[src/rtl/mac_pkg.sv]
package mac_pkg;
  localparam int unsigned OP_W_DEF    = 8;
  localparam int unsigned SUM_W_DEF   = 25;
  localparam int unsigned RUN_LEN_DEF = 10;
endpackage

[src/rtl/mac_fall_det.sv]
module mac_fall_det (
  input  logic clk_i,
  input  logic rst_ni,
  input  logic strobe_i,
  output logic fall_o
);
  logic strobe_q;

  always_ff @(posedge clk_i or negedge rst_ni) begin
    if (!rst_ni) strobe_q <= 1'b0;
    else         strobe_q <= strobe_i;
  end

  assign fall_o = strobe_q & ~strobe_i;


  fall_single_chk: assert property (@(posedge clk_i) disable iff (!rst_ni)
    fall_o |=> !fall_o);
endmodule

[src/rtl/mac_array_mult.sv]
module mac_array_mult #(
  parameter int unsigned W = 8,
  localparam int unsigned PW = 2 * W
) (
  input  logic [W-1:0]  a_i,
  input  logic [W-1:0]  b_i,
  output logic [PW-1:0] p_o
);
  logic [PW-1:0] row [W+1];

  assign row[0] = '0;

  for (genvar i = 0; i < W; i++) begin : g_row
    logic [PW-1:0] pp;
    assign pp         = {{W{1'b0}}, a_i & {W{b_i[i]}}} << i;
    assign row[i+1]   = row[i] + pp;
  end

  assign p_o = row[W];
endmodule

[src/rtl/mac_run_ctrl.sv]
module mac_run_ctrl #(
  parameter int unsigned RUN_LEN = 10,
  localparam int unsigned CNT_W = $clog2(RUN_LEN + 1)
) (
  input  logic clk_i,
  input  logic rst_ni,
  input  logic clear_i,
  input  logic fall_i,
  input  logic acc_en_i,
  output logic cap_fire_o,
  output logic done_o
);
  logic [CNT_W-1:0] cap_cnt_q, acc_cnt_q;
  logic             done_q;

  // capture allowed only while pairs remain in this series
  assign cap_fire_o = fall_i & ~clear_i & ~done_q & (cap_cnt_q < CNT_W'(RUN_LEN));

  always_ff @(posedge clk_i or negedge rst_ni) begin
    if (!rst_ni) begin
      cap_cnt_q <= '0;
      acc_cnt_q <= '0;
      done_q    <= 1'b0;
    end else if (clear_i) begin
      cap_cnt_q <= '0;
      acc_cnt_q <= '0;
      done_q    <= 1'b0;
    end else begin
      if (cap_fire_o) cap_cnt_q <= cap_cnt_q + 1'b1;
      if (acc_en_i) begin
        acc_cnt_q <= acc_cnt_q + 1'b1;
        if (acc_cnt_q == CNT_W'(RUN_LEN - 1)) done_q <= 1'b1;
      end
    end
  end

  assign done_o = done_q;


  done_rise_chk: assert property (@(posedge clk_i) disable iff (!rst_ni)
    $rose(done_q) |-> $past(acc_en_i));


  done_hold_chk: assert property (@(posedge clk_i) disable iff (!rst_ni)
    done_q && !clear_i |=> done_q);
endmodule

[src/rtl/mac_unit.sv]
module mac_unit
  import mac_pkg::*;
#(
  parameter int unsigned OP_W    = OP_W_DEF,
  parameter int unsigned SUM_W   = SUM_W_DEF,
  parameter int unsigned RUN_LEN = RUN_LEN_DEF,
  localparam int unsigned PROD_W = 2 * OP_W
) (
  input  logic              clk_i,
  input  logic              rst_ni,
  input  logic              clear_i,
  input  logic              load_i,
  input  logic [OP_W-1:0]   a_i,
  input  logic [OP_W-1:0]   b_i,
  output logic [PROD_W-1:0] prod_o,
  output logic [SUM_W-1:0]  sum_o,
  output logic              done_o
);
  logic              fall, cap_fire;
  logic [OP_W-1:0]   ra_q, rb_q;
  logic [PROD_W-1:0] mult, prod_q;
  logic [SUM_W-1:0]  sum_q;
  logic              mul_vld_q, acc_vld_q;

  mac_fall_det u_fall (
    .clk_i   (clk_i),
    .rst_ni  (rst_ni),
    .strobe_i(load_i),
    .fall_o  (fall)
  );

  mac_run_ctrl #(.RUN_LEN(RUN_LEN)) u_ctrl (
    .clk_i     (clk_i),
    .rst_ni    (rst_ni),
    .clear_i   (clear_i),
    .fall_i    (fall),
    .acc_en_i  (acc_vld_q),
    .cap_fire_o(cap_fire),
    .done_o    (done_o)
  );

  mac_array_mult #(.W(OP_W)) u_mult (
    .a_i(ra_q),
    .b_i(rb_q),
    .p_o(mult)
  );

  always_ff @(posedge clk_i or negedge rst_ni) begin
    if (!rst_ni) begin
      ra_q      <= '0;
      rb_q      <= '0;
      prod_q    <= '0;
      sum_q     <= '0;
      mul_vld_q <= 1'b0;
      acc_vld_q <= 1'b0;
    end else if (clear_i) begin
      ra_q      <= '0;
      rb_q      <= '0;
      prod_q    <= '0;
      sum_q     <= '0;
      mul_vld_q <= 1'b0;
      acc_vld_q <= 1'b0;
    end else begin
      mul_vld_q <= cap_fire;
      acc_vld_q <= mul_vld_q;
      if (cap_fire) begin
        ra_q <= a_i;
        rb_q <= b_i;
      end
      if (mul_vld_q) prod_q <= mult;
      if (acc_vld_q) sum_q <= sum_q + {{(SUM_W-PROD_W){1'b0}}, prod_q};
    end
  end

  assign prod_o = prod_q;
  assign sum_o  = sum_q;


  prod_after_cap_chk: assert property (@(posedge clk_i) disable iff (!rst_ni)
    !$stable(prod_q) && !$past(clear_i) |-> $past(mul_vld_q));


  sum_frozen_chk: assert property (@(posedge clk_i) disable iff (!rst_ni)
    done_o && !clear_i |=> $stable(sum_q) && $stable(prod_q));


  clear_zero_chk: assert property (@(posedge clk_i) disable iff (!rst_ni)
    clear_i |=> sum_q == '0 && prod_q == '0 && !done_o);


  no_wrap_chk: assert property (@(posedge clk_i) disable iff (!rst_ni)
    !$past(clear_i) |-> sum_q >= $past(sum_q));
endmodule

[config.mk]
export PLATFORM = sky130hd
export DESIGN_NAME = mac_unit
export DESIGN_NICKNAME = d
export VERILOG_FILES = /design/src/rtl/mac_pkg.sv /design/src/rtl/mac_fall_det.sv /design/src/rtl/mac_array_mult.sv /design/src/rtl/mac_run_ctrl.sv /design/src/rtl/mac_unit.sv
export SDC_FILE = /design/constraint.sdc
export NUM_CORES = 1
export LEC_CHECK = 0
export BUFFER_PORTS_ARGS = -buffer_cell sky130_fd_sc_hd__buf_2
export CORE_ASPECT_RATIO = 1.25
export CORE_UTILIZATION = 50
export CTS_BUF_LIST = sky130_fd_sc_hd__clkbuf_8 sky130_fd_sc_hd__clkbuf_16
export DETAILED_ROUTE_END_ITERATION = 8
export PLACE_DENSITY_LB_ADDON = 0.12
export SETUP_SLACK_MARGIN = 0.2
export SYNTH_ARGS = -nofsm -noshare
export SYNTH_HDL_FRONTEND = slang
export SYNTH_SLANG_ARGS = --single-unit
[constraint.sdc]
create_clock -name clk_i -period 12.06 [get_ports clk_i]
set_input_delay 3.618 -clock clk_i [delete_from_list [all_inputs] [get_ports clk_i]]
set_output_delay 3.618 -clock clk_i [all_outputs]
set_load 0.01 [all_outputs]
==> run metrics, run 1 <==
Pwr Density 84.17 nW/um^2; worst-path fanout max 9; RSZ-0062 raised after global routing no; max_cap viols 0; IO buf count 61; vias per cell 5.510; first-pass GRT wire length 19.99 mm; Clock Latency Late Sink 0.33 ns; Tightest Pin Transition 1.070 ns; antenna viol nets, final 0; mux contribution to synthesized area 3.986%; number of synthesized register bits 69; Crit path buffers/inverters 1; number of setup buffers added after CTS 0; post-DP HPWL 8.877 mm; LEAKAGE 3.331 nW; EDFF count, synth 0; synthesis-to-layout area growth 11.33%; WP data required 12.28 ns; Max Clk Rate 0.1694 GHz; # DRC 0; simple-gate share of the synthesized area 17.00%; CTS tree yes; Die Width 96.28 um; crit-path cells and2_1 > ha_1 > a21o_1 > a21oi_1 > o21bai_1 > a21oi_1 > xor2_1 > fa_1 > fa_1 > inv_1 > fa_1 > ha_1 > ha_1 > fa_1 > a21o_1 > a21oi_1 > o21bai_1 > a211o_1 > a21oi_1 > nor4b_1 > a211o_1; cell family with most CP delay adder cells; clk sink count 69; critical path class flip-flop to flip-flop; Worst-path clk slew 0.06 ns; register area share after synthesis 31.08%; Setup TNS 0 ns; worst vdd rail ir drop 0.07565 mV; Slew Viols, Final 0; Root Buffer clkbuf_16; Hold Buf Count CTS 0; DP Cell Count 758; io pins 62; Post-synth top flop dfrtp_1; Hold Violations, Final 0; TritonCTS Buffers 9; Routed WL 11.90 mm; main combinational cell family by area after synthesis adder cells; drt wl/cell 15.39 um; Cells after Synth 593; Cell Count, Final, Fillers Out 773; H-tree depth 3; num rows 42; crit path launch type flip-flop; DRT iter0 DRCs 139; synthesized cell area 5555 sq um; Netlist cell types 48; CTS resizes 0; fin nets 745; post-synthesis xor/xnor area fraction 5.991%; pin count of the biggest net entering global routing 70; Filler cells 966; initial antenna violation count 0; max incr delay on CP 0.50 ns; die height 119.9 um; Crit path arrival time 6.12 ns; Overflow after GRT 0; Total Power 0.0005206 W; CP Capture Type flip-flop; post-route minimum period 5.902 ns; via count 4259; Max stage delay cell, worst path fa_1; Core Box Area 10720 sq um; Initial Util 51.82%; Syn Nets 701; worst hold path class flip-flop to flip-flop; Final Setup Violations 0; # diodes 0; Adder-Cell Fraction of Synth Area 24.55%; Mean Syn Cell Area 9.368 sq um; RePlAce Congestion 0.9034; Worst slew margin 28.66%; compound-cell area share of the yosys netlist 12.09%; Final Skew 0.006787 ns; yosys warns 0; DRT Pass-1 Iters 5; Die Area 11540 sq um; layout cells sized above 1 12.95%; run status completed; vias in the first global route 4249; Async S/R FF share, synth 100.0%; GRT Total Usage 22.42%; maximum clock path buffer count 2; crit share post-route 48.94%
-- cell usage after synthesis, drive strengths merged, types with 4 or more instances --
library cell   n  area share, %
a211oi         8            1.3
a21o          15            2.0
a21oi         30            2.7
and2          24            2.7
buf            5           0.47
clkbuf        25            1.7
dfrtp         69             31
fa            35             13
ha            53             12
inv           45            3.0
mux2i         21            3.8
nand2         84            5.7
nand3          5           0.45
nand3b        16            2.2
nand4          5           0.56
nor2          49            3.3
o21a           4           0.54
o21ai         17            1.5
o21bai         4           0.54
xnor2         21            3.3
xor2          17            2.7
-- state kept, by name (all words and copies together), names as in the netlist --
signal,flops
rb_q,8
u_ctrl.cap_cnt_q,4
acc_vld_q,1
sum_o,25
mul_vld_q,1
ra_q,8
u_ctrl.done_o,1
u_ctrl.acc_cnt_q,4
u_fall.strobe_q,1
prod_o,16
-- worst min-delay path, delay by kind of cell (launching register included) --
kind | cells | cell delay [ns]
simple gates | 1 | 0.08
compound gates | 1 | 0.05
flops | 1 | 0.34
-- kinds of logic after synthesis --
group / count (synthesis)
simple gates: 200
fa+ha+maj: 88
xor+xnor: 38
buf+inv: 76
compound gates: 100
flops: 69
mux: 22
-- layer usage --
layer | vias to the layer above | share of wire (%) | track usage (%)
met3 | 17 | 3.2 | 3.739
met4 | 0 | 2.0 | 8.769
met2 | 87 | 49 | 37.19
met1 | 2092 | 45 | 28.80
met5 | - | 0 | 0
li1 | 2063 | - | -
-- stage by stage --
step | util (%) | setup slack (ns) | hold WS (ns) | instance area, sq um
floorplan | - | 6.610 | 0.4597 | 5555
global placement | 55.22 | 6.041 | 0.4777 | 5919
detailed placement | 55.22 | 5.923 | 0.4852 | 5919
CTS | 57.69 | 6.166 | 0.5020 | 6185
global route | 57.69 | 5.883 | 0.5473 | 6185
finish | 57.69 | 6.158 | 0.5025 | 6185
-- worst paths after layout --
| path | from | endpoint | slack, ns | cells after the start |
|---|---|---|---|---|
| setup / recovery | ra_q[2] | prod_o[14] | 6.16 | 21 |
| hold / removal | u_ctrl.cap_cnt_q[3] | u_ctrl.cap_cnt_q[3] | 0.50 | 2 |
| setup reg to reg | ra_q[2] | prod_o[14] | 6.16 | 21 |
| hold reg to reg | u_ctrl.cap_cnt_q[3] | u_ctrl.cap_cnt_q[3] | 0.50 | 2 |
| max in group asynchronous | rst_ni | prod_o[5] | 8.01 | 2 |
| min in group asynchronous | rst_ni | sum_o[19] | 3.48 | 2 |
-- power by group --
part	internal, W	switching, W	total [W]
registers	0.000236	0.0000111	0.000247
logic	0.0000145	0.0000226	0.0000370
clock network	0.000138	0.0000989	0.000237
-- cells in the final DEF, fill, tap and decap left out, types with 3 or more instances in the layout --
cell / instances
o21ai_0: 13
o21bai_1: 4
dfrtp_1: 69
a211o_1: 3
xor2_1: 17
nor2_1: 49
a21oi_1: 30
o21a_1: 4
nand2b_1: 3
o21ai_1: 4
fa_1: 35
a211oi_1: 6
a21o_1: 15
xnor2_1: 21
nand3b_1: 16
clkinv_2: 3
inv_1: 45
nand2_1: 84
clkbuf_16: 9
and2_1: 24
mux2i_1: 21
nand3_1: 5
a22o_1: 3
nand4_1: 5
buf_2: 61
nor2b_1: 3
o211ai_1: 3
ha_1: 53
-- layout make-up --
class / instances / area [sq um] / share of cell area (%)
Multi-Input combinational cell: 448 / 3535 / 57.15
Sequential cell: 69 / 1727 / 27.92
Timing Repair Buffer: 63 / 320.3 / 5.179
Clock buffer: 9 / 225.2 / 3.642
Inverter: 46 / 172.7 / 2.792
Tap cell: 132 / 165.2 / 2.670
Clock inverter: 6 / 40.04 / 0.6474
No activity file was read; power rests on OpenSTA's default activity.
==> inputs of run 2 (changes only) <==
clock period = 5.7 ns   (was 12.06 ns; I/O delays follow)
==> run 2 against run 1 <==
- cell area is 3.0% higher
- final cell count rose by 1.8%
- die area did not move
- routed wire length increased by 7.7%
- critical path type unchanged
==> run metrics, run 2 (same netlist as run 1, synthesis figures left out) <==
run status completed; # diodes 0; FF+latch area 1727 sq um; Crit path arrival time 5.58 ns; crit path launch type flip-flop; Slew Viols, Final 0; post-route minimum period 5.357 ns; switching part of the total 26.35%; Max Clk Rate 0.1867 GHz; synthesis-to-layout area growth 14.62%; combinational share of power 8.2%; Total Power 0.001145 W; Die Width 96.28 um; Core Util, Final 59.40%; max incr delay on CP 0.54 ns; Initial Util 51.82%; Flop pwr share 45.1%; fin nets 758; via count 4384; RSZ-0062 raised after global routing no; layout cells sized above 1 16.64%; IO buf count 61; most frequent cells in the layout nand2_1, dfrtp_1, buf_2, ha_1, nor2_1; clock network power share 46.7%; H-tree depth 3; crit share post-route 93.99%; critical path class flip-flop to flip-flop; drt wl/cell 16.28 um; WHS 0.5135 ns; pin count of the biggest net entering global routing 68; clk sink count 69; Sw Pwr 0.0003018 W; Clock Latency Late Sink 0.34 ns; io pins 62; Setup TNS 0 ns; post-DP HPWL 9.582 mm; Hold Violations, Final 0; worst hold path class flip-flop to flip-flop; vias per cell 5.571; antenna viol nets, final 0; worst vdd rail ir drop 0.1206 mV; initial antenna violation count 0; Max stage delay cell, worst path fa_1; Hold Buf Count CTS 0; crit-path cells buf_4 > and2_1 > ha_4 > a21oi_2 > o21bai_1 > a21oi_2 > xor2_1 > fa_1 > fa_2 > inv_1 > fa_1 > ha_4 > ha_4 > fa_2 > a21o_1 > a21oi_2 > o21bai_1 > a211o_1 > a21oi_2 > nor4b_1 > a211o_1; RePlAce Congestion 0.9399; Final Skew 0.01003 ns; max_cap viols 0; Cell Count, Final, Fillers Out 787; Tightest Pin Transition 1.037 ns; commonest non-fill, non-tap cell in the layout nand2_1; WP data required 5.92 ns; Overflow after GRT 0; die height 119.9 um; DRT iter0 DRCs 186; Pwr Density 179.9 nW/um^2; CP most frequent cell a21oi_2; Worst slew margin 30.84%; worst-path fanout max 5; # DRC 0; Die Area 11540 sq um; Core Box Area 10720 sq um; Routed WL 12.81 mm; Worst-path clk slew 0.06 ns; TritonCTS Buffers 9; LEAKAGE 3.394 nW; DRT Pass-1 Iters 4; Root Buffer clkbuf_16; first-pass GRT wire length 21.09 mm; CP Capture Type flip-flop; cell internal pwr 0.0008437 W; CTS tree yes; num rows 42; Final Setup Violations 0; maximum clock path buffer count 2; Filler cells 991; area of the multi-input gates 3601 sq um; GRT Total Usage 24.06%; DP Cell Count 769; vias in the first global route 4414; max reg flops 25
==> run 2: cell types whose count changed in the layout (fill, tap and decap cells not counted), sizes merged <==
cell	delta
clkbuf	+1
inv	+1
buf	+13
clkinvlp	+2
clkinv	-3
==> run 2: path summary, 6_finish.rpt <==
path	start	endpoint	slack (ns)	cells after the start
max	rb_q[0]	prod_o[14]	0.34	21
min	u_ctrl.cap_cnt_q[3]	u_ctrl.cap_cnt_q[3]	0.51	2
max reg2reg	rb_q[0]	prod_o[14]	0.34	21
min reg2reg	u_ctrl.cap_cnt_q[3]	u_ctrl.cap_cnt_q[3]	0.51	2
max in group asynchronous	rst_ni	prod_o[2]	3.19	2
min in group asynchronous	rst_ni	sum_o[18]	1.56	1
==> run 2: cell type report <==
class                      instances  share of cell area (%)
inverter                          46                   2.712
timing repair buffer              76                   6.563
multi-input combinational        448                   56.55
tap                              132                   2.594
sequential                        69                   27.12
clock buffer                      10                   3.753
clock inverter                     6                  0.7074
==> run 2: layer usage <==
metal  vias up  global-route usage, %  wire length (um)
met5         -                      0                 0
met4         0                  9.142               312
met3        29                  3.612               470
met2       104                  42.02              6600
met1      2155                  29.31              5431
li1       2096                      -                 -
==> run 2: timing repair <==
action | CTS | global route
setup endpoints to repair | 1 | 3
gates resized for setup | 3 | 11
setup buffers | 0 | 2
pin swaps | 2 | 19
hold endpoints to repair | 0 | 0
==> run 2: through the flow <==
stage,setup WS (ns),area [sq um]
after floorplan,0.2503,5555
after CTS,0.2019,6296
after global routing,0.1109,6367
after detailed placement,0.06384,6002
after global placement,0.1509,6002
final,0.3427,6367
==> run 2: power by group through the flow <==
stage          logic [W]  registers (W)  clock network [W]
6_report       0.0000939       0.000516           0.000535
2_1_floorplan  0.0000614       0.000513                  0
4_1_cts        0.0000940       0.000516           0.000544
3_3_place_gp   0.0000908       0.000524                  0
5_1_grt         0.000107       0.000518           0.000563
3_5_place_dp   0.0000934       0.000525                  0
==> run 2: critical path: cells and delay by family (launching register included) <==
kind | cells | cell delay [ns]
xor+xnor | 1 | 0.20
flops | 1 | 0.42
buf+inv | 2 | 0.21
compound gates | 9 | 1.60
simple gates | 2 | 0.25
fa+ha+maj | 7 | 2.56
==> inputs of run 3 (changes only) <==
RECOVER_POWER = 100   (was default)
==> run 3 against run 2 <==
- the run now ends with max-capacitance violations, max-slew violations left
- global-route usage stayed put
- total power hardly changed
- register-to-register slack worse by 0.09 ns
- die area stayed put
- worst setup slack worse by 0.091 ns
==> run metrics, run 3 (same netlist as run 1, synthesis figures left out) <==
run status complete, but fails checks; failing checks max-capacitance violations, max-slew violations; # DRC 0; commonest non-fill, non-tap cell in the layout nand2_1; vias in the first global route 4414; Hold Buf Count CTS 0; io pins 62; LEAKAGE 3.192 nW; Crit path buffers/inverters 2; post-DP HPWL 9.582 mm; max_cap viols 1; Place WS 0.06384 ns; setup ws final 0.2521 ns; Core Box Area 10720 sq um; Tightest Pin Transition 2.453 ns; maximum clock path buffer count 2; Pwr Density 182.1 nW/um^2; post-route minimum period 5.448 ns; WHS 0.5114 ns; RSZ-0062 raised after global routing no; most frequent cells in the layout nand2_1, dfrtp_1, ha_1, nor2_1, clkbuf_1; cell family with most CP delay adder cells; max reg flops 25; Hold Violations, Final 0; met1 Use GR 29.31%; drt wl/cell 16.29 um; CP most frequent cell ha_4; Total Power 0.001144 W; CP Capture Type flip-flop; Worst-path clk slew 0.06 ns; clk sink count 69; synthesis-to-layout area growth 13.13%; Final Skew 0.009375 ns; Initial Util 51.82%; crit path launch type flip-flop; worst vdd rail ir drop 0.1202 mV; worst hold path class flip-flop to flip-flop; met2 Resource Use GR 42.02%; Worst slew margin -63.56%; M3 GR Usage 3.612%; crit share post-route 95.58%; Crit path arrival time 5.67 ns; Final Setup Violations 0; WP data required 5.92 ns; CTS tree yes; WHS Path Cells 2; first-pass GRT wire length 21.09 mm; die height 119.9 um; DRT Pass-1 Iters 4; RePlAce Congestion 0.9399; TritonCTS Buffers 9; H-tree depth 3; Top Usage Layer GRT met2; # diodes 0; antenna viol nets, final 0; Root Buffer clkbuf_16; crit-path cells buf_4 > and2_1 > ha_4 > a21oi_1 > o21bai_1 > a21oi_1 > xor2_1 > fa_1 > fa_2 > inv_1 > fa_1 > ha_4 > ha_4 > fa_2 > a21o_1 > a21oi_2 > o21bai_1 > a211o_1 > a21oi_2 > nor4b_1 > a211o_1; vias per cell 5.581; critical path depth 21; via count 4392; Setup TNS 0 ns; Overflow after GRT 0; FF-to-FF path depth 21; Die Width 96.28 um; pin count of the biggest net entering global routing 68; num rows 42; Core Util, Final 58.63%; fin nets 758; Clock Latency Late Sink 0.34 ns; Die Area 11540 sq um; critical path class flip-flop to flip-flop; DRT iter0 DRCs 201; max incr delay on CP 0.54 ns; Max stage delay cell, worst path fa_1; worst-path fanout max 5; initial antenna violation count 0; layout cells sized above 1 8.855%; IO buf count 61; GRT Total Usage 24.06%; Slew Viols, Final 44; Routed WL 12.82 mm; Max Clk Rate 0.1836 GHz
==> run 3: cell count changes in the layout (fill, tap and decap cells not counted), sizes merged <==
cell / change
buf: -46
clkbuf: +46
==> run 3: report_power, final <==
part	total (W)	internal [W]	switching (W)
clock	0.000536	0.000308	0.000227
sequential	0.000516	0.000499	0.0000173
combinational	0.0000924	0.0000352	0.0000573
total	0.00114	0.000843	0.000302
==> run 3: layer usage <==
metal  vias to the layer above  wire [um]
li1                       2094          -
met5                         -          0
met3                        27        478
met4                         0        293
met1                      2163       5443
met2                       108       6609
==> run 3: worst register-to-register path: cells and delay by family, from the launching register on <==
family                     cells  cell delay [ns]
buffers and inverters          2             0.22
DFF                            1             0.42
and+or+nand+nor                2             0.25
AOI/OAI and AO/OA              9             1.68
xor gates and xnor gates       1             0.21
adders and majority gates      7             2.55
==> run 3: what timing repair did <==
action / 4_1_cts / 5_1_grt
pin swaps: 2 / 19
resized for setup: 3 / 11
setup buffers: 0 / 2
setup endpoints to repair: 1 / 3
==> run 3: per-stage QoR <==
step	cells	area, sq um
finish	787	6285
global route	787	6285
CTS	785	6296
detailed placement	769	6002
global placement	769	6002
floorplan	593	5555
==> run 3: final cells by class <==
| cell class | count | area [sq um] |
|---|---|---|
| Timing Repair Buffer | 76 | 357.8 |
| Tap cell | 132 | 165.2 |
| Inverter | 46 | 172.7 |
| Fill cell | 1024 | 4436 |
| Sequential cell | 69 | 1727 |
| Clock inverter | 6 | 45.04 |
| Clock buffer | 10 | 239.0 |
| Multi-Input combinational cell | 448 | 3578 |
==> run 3: worst paths after layout <==
check,startpoint,endpoint,slack [ns]
max in group asynchronous,rst_ni,prod_o[2],1.29
min in group asynchronous,rst_ni,sum_o[18],2.12
hold reg to reg,u_ctrl.cap_cnt_q[3],u_ctrl.cap_cnt_q[3],0.51
setup / recovery,rb_q[0],prod_o[14],0.25
setup reg to reg,rb_q[0],prod_o[14],0.25
hold / removal,u_ctrl.cap_cnt_q[3],u_ctrl.cap_cnt_q[3],0.51
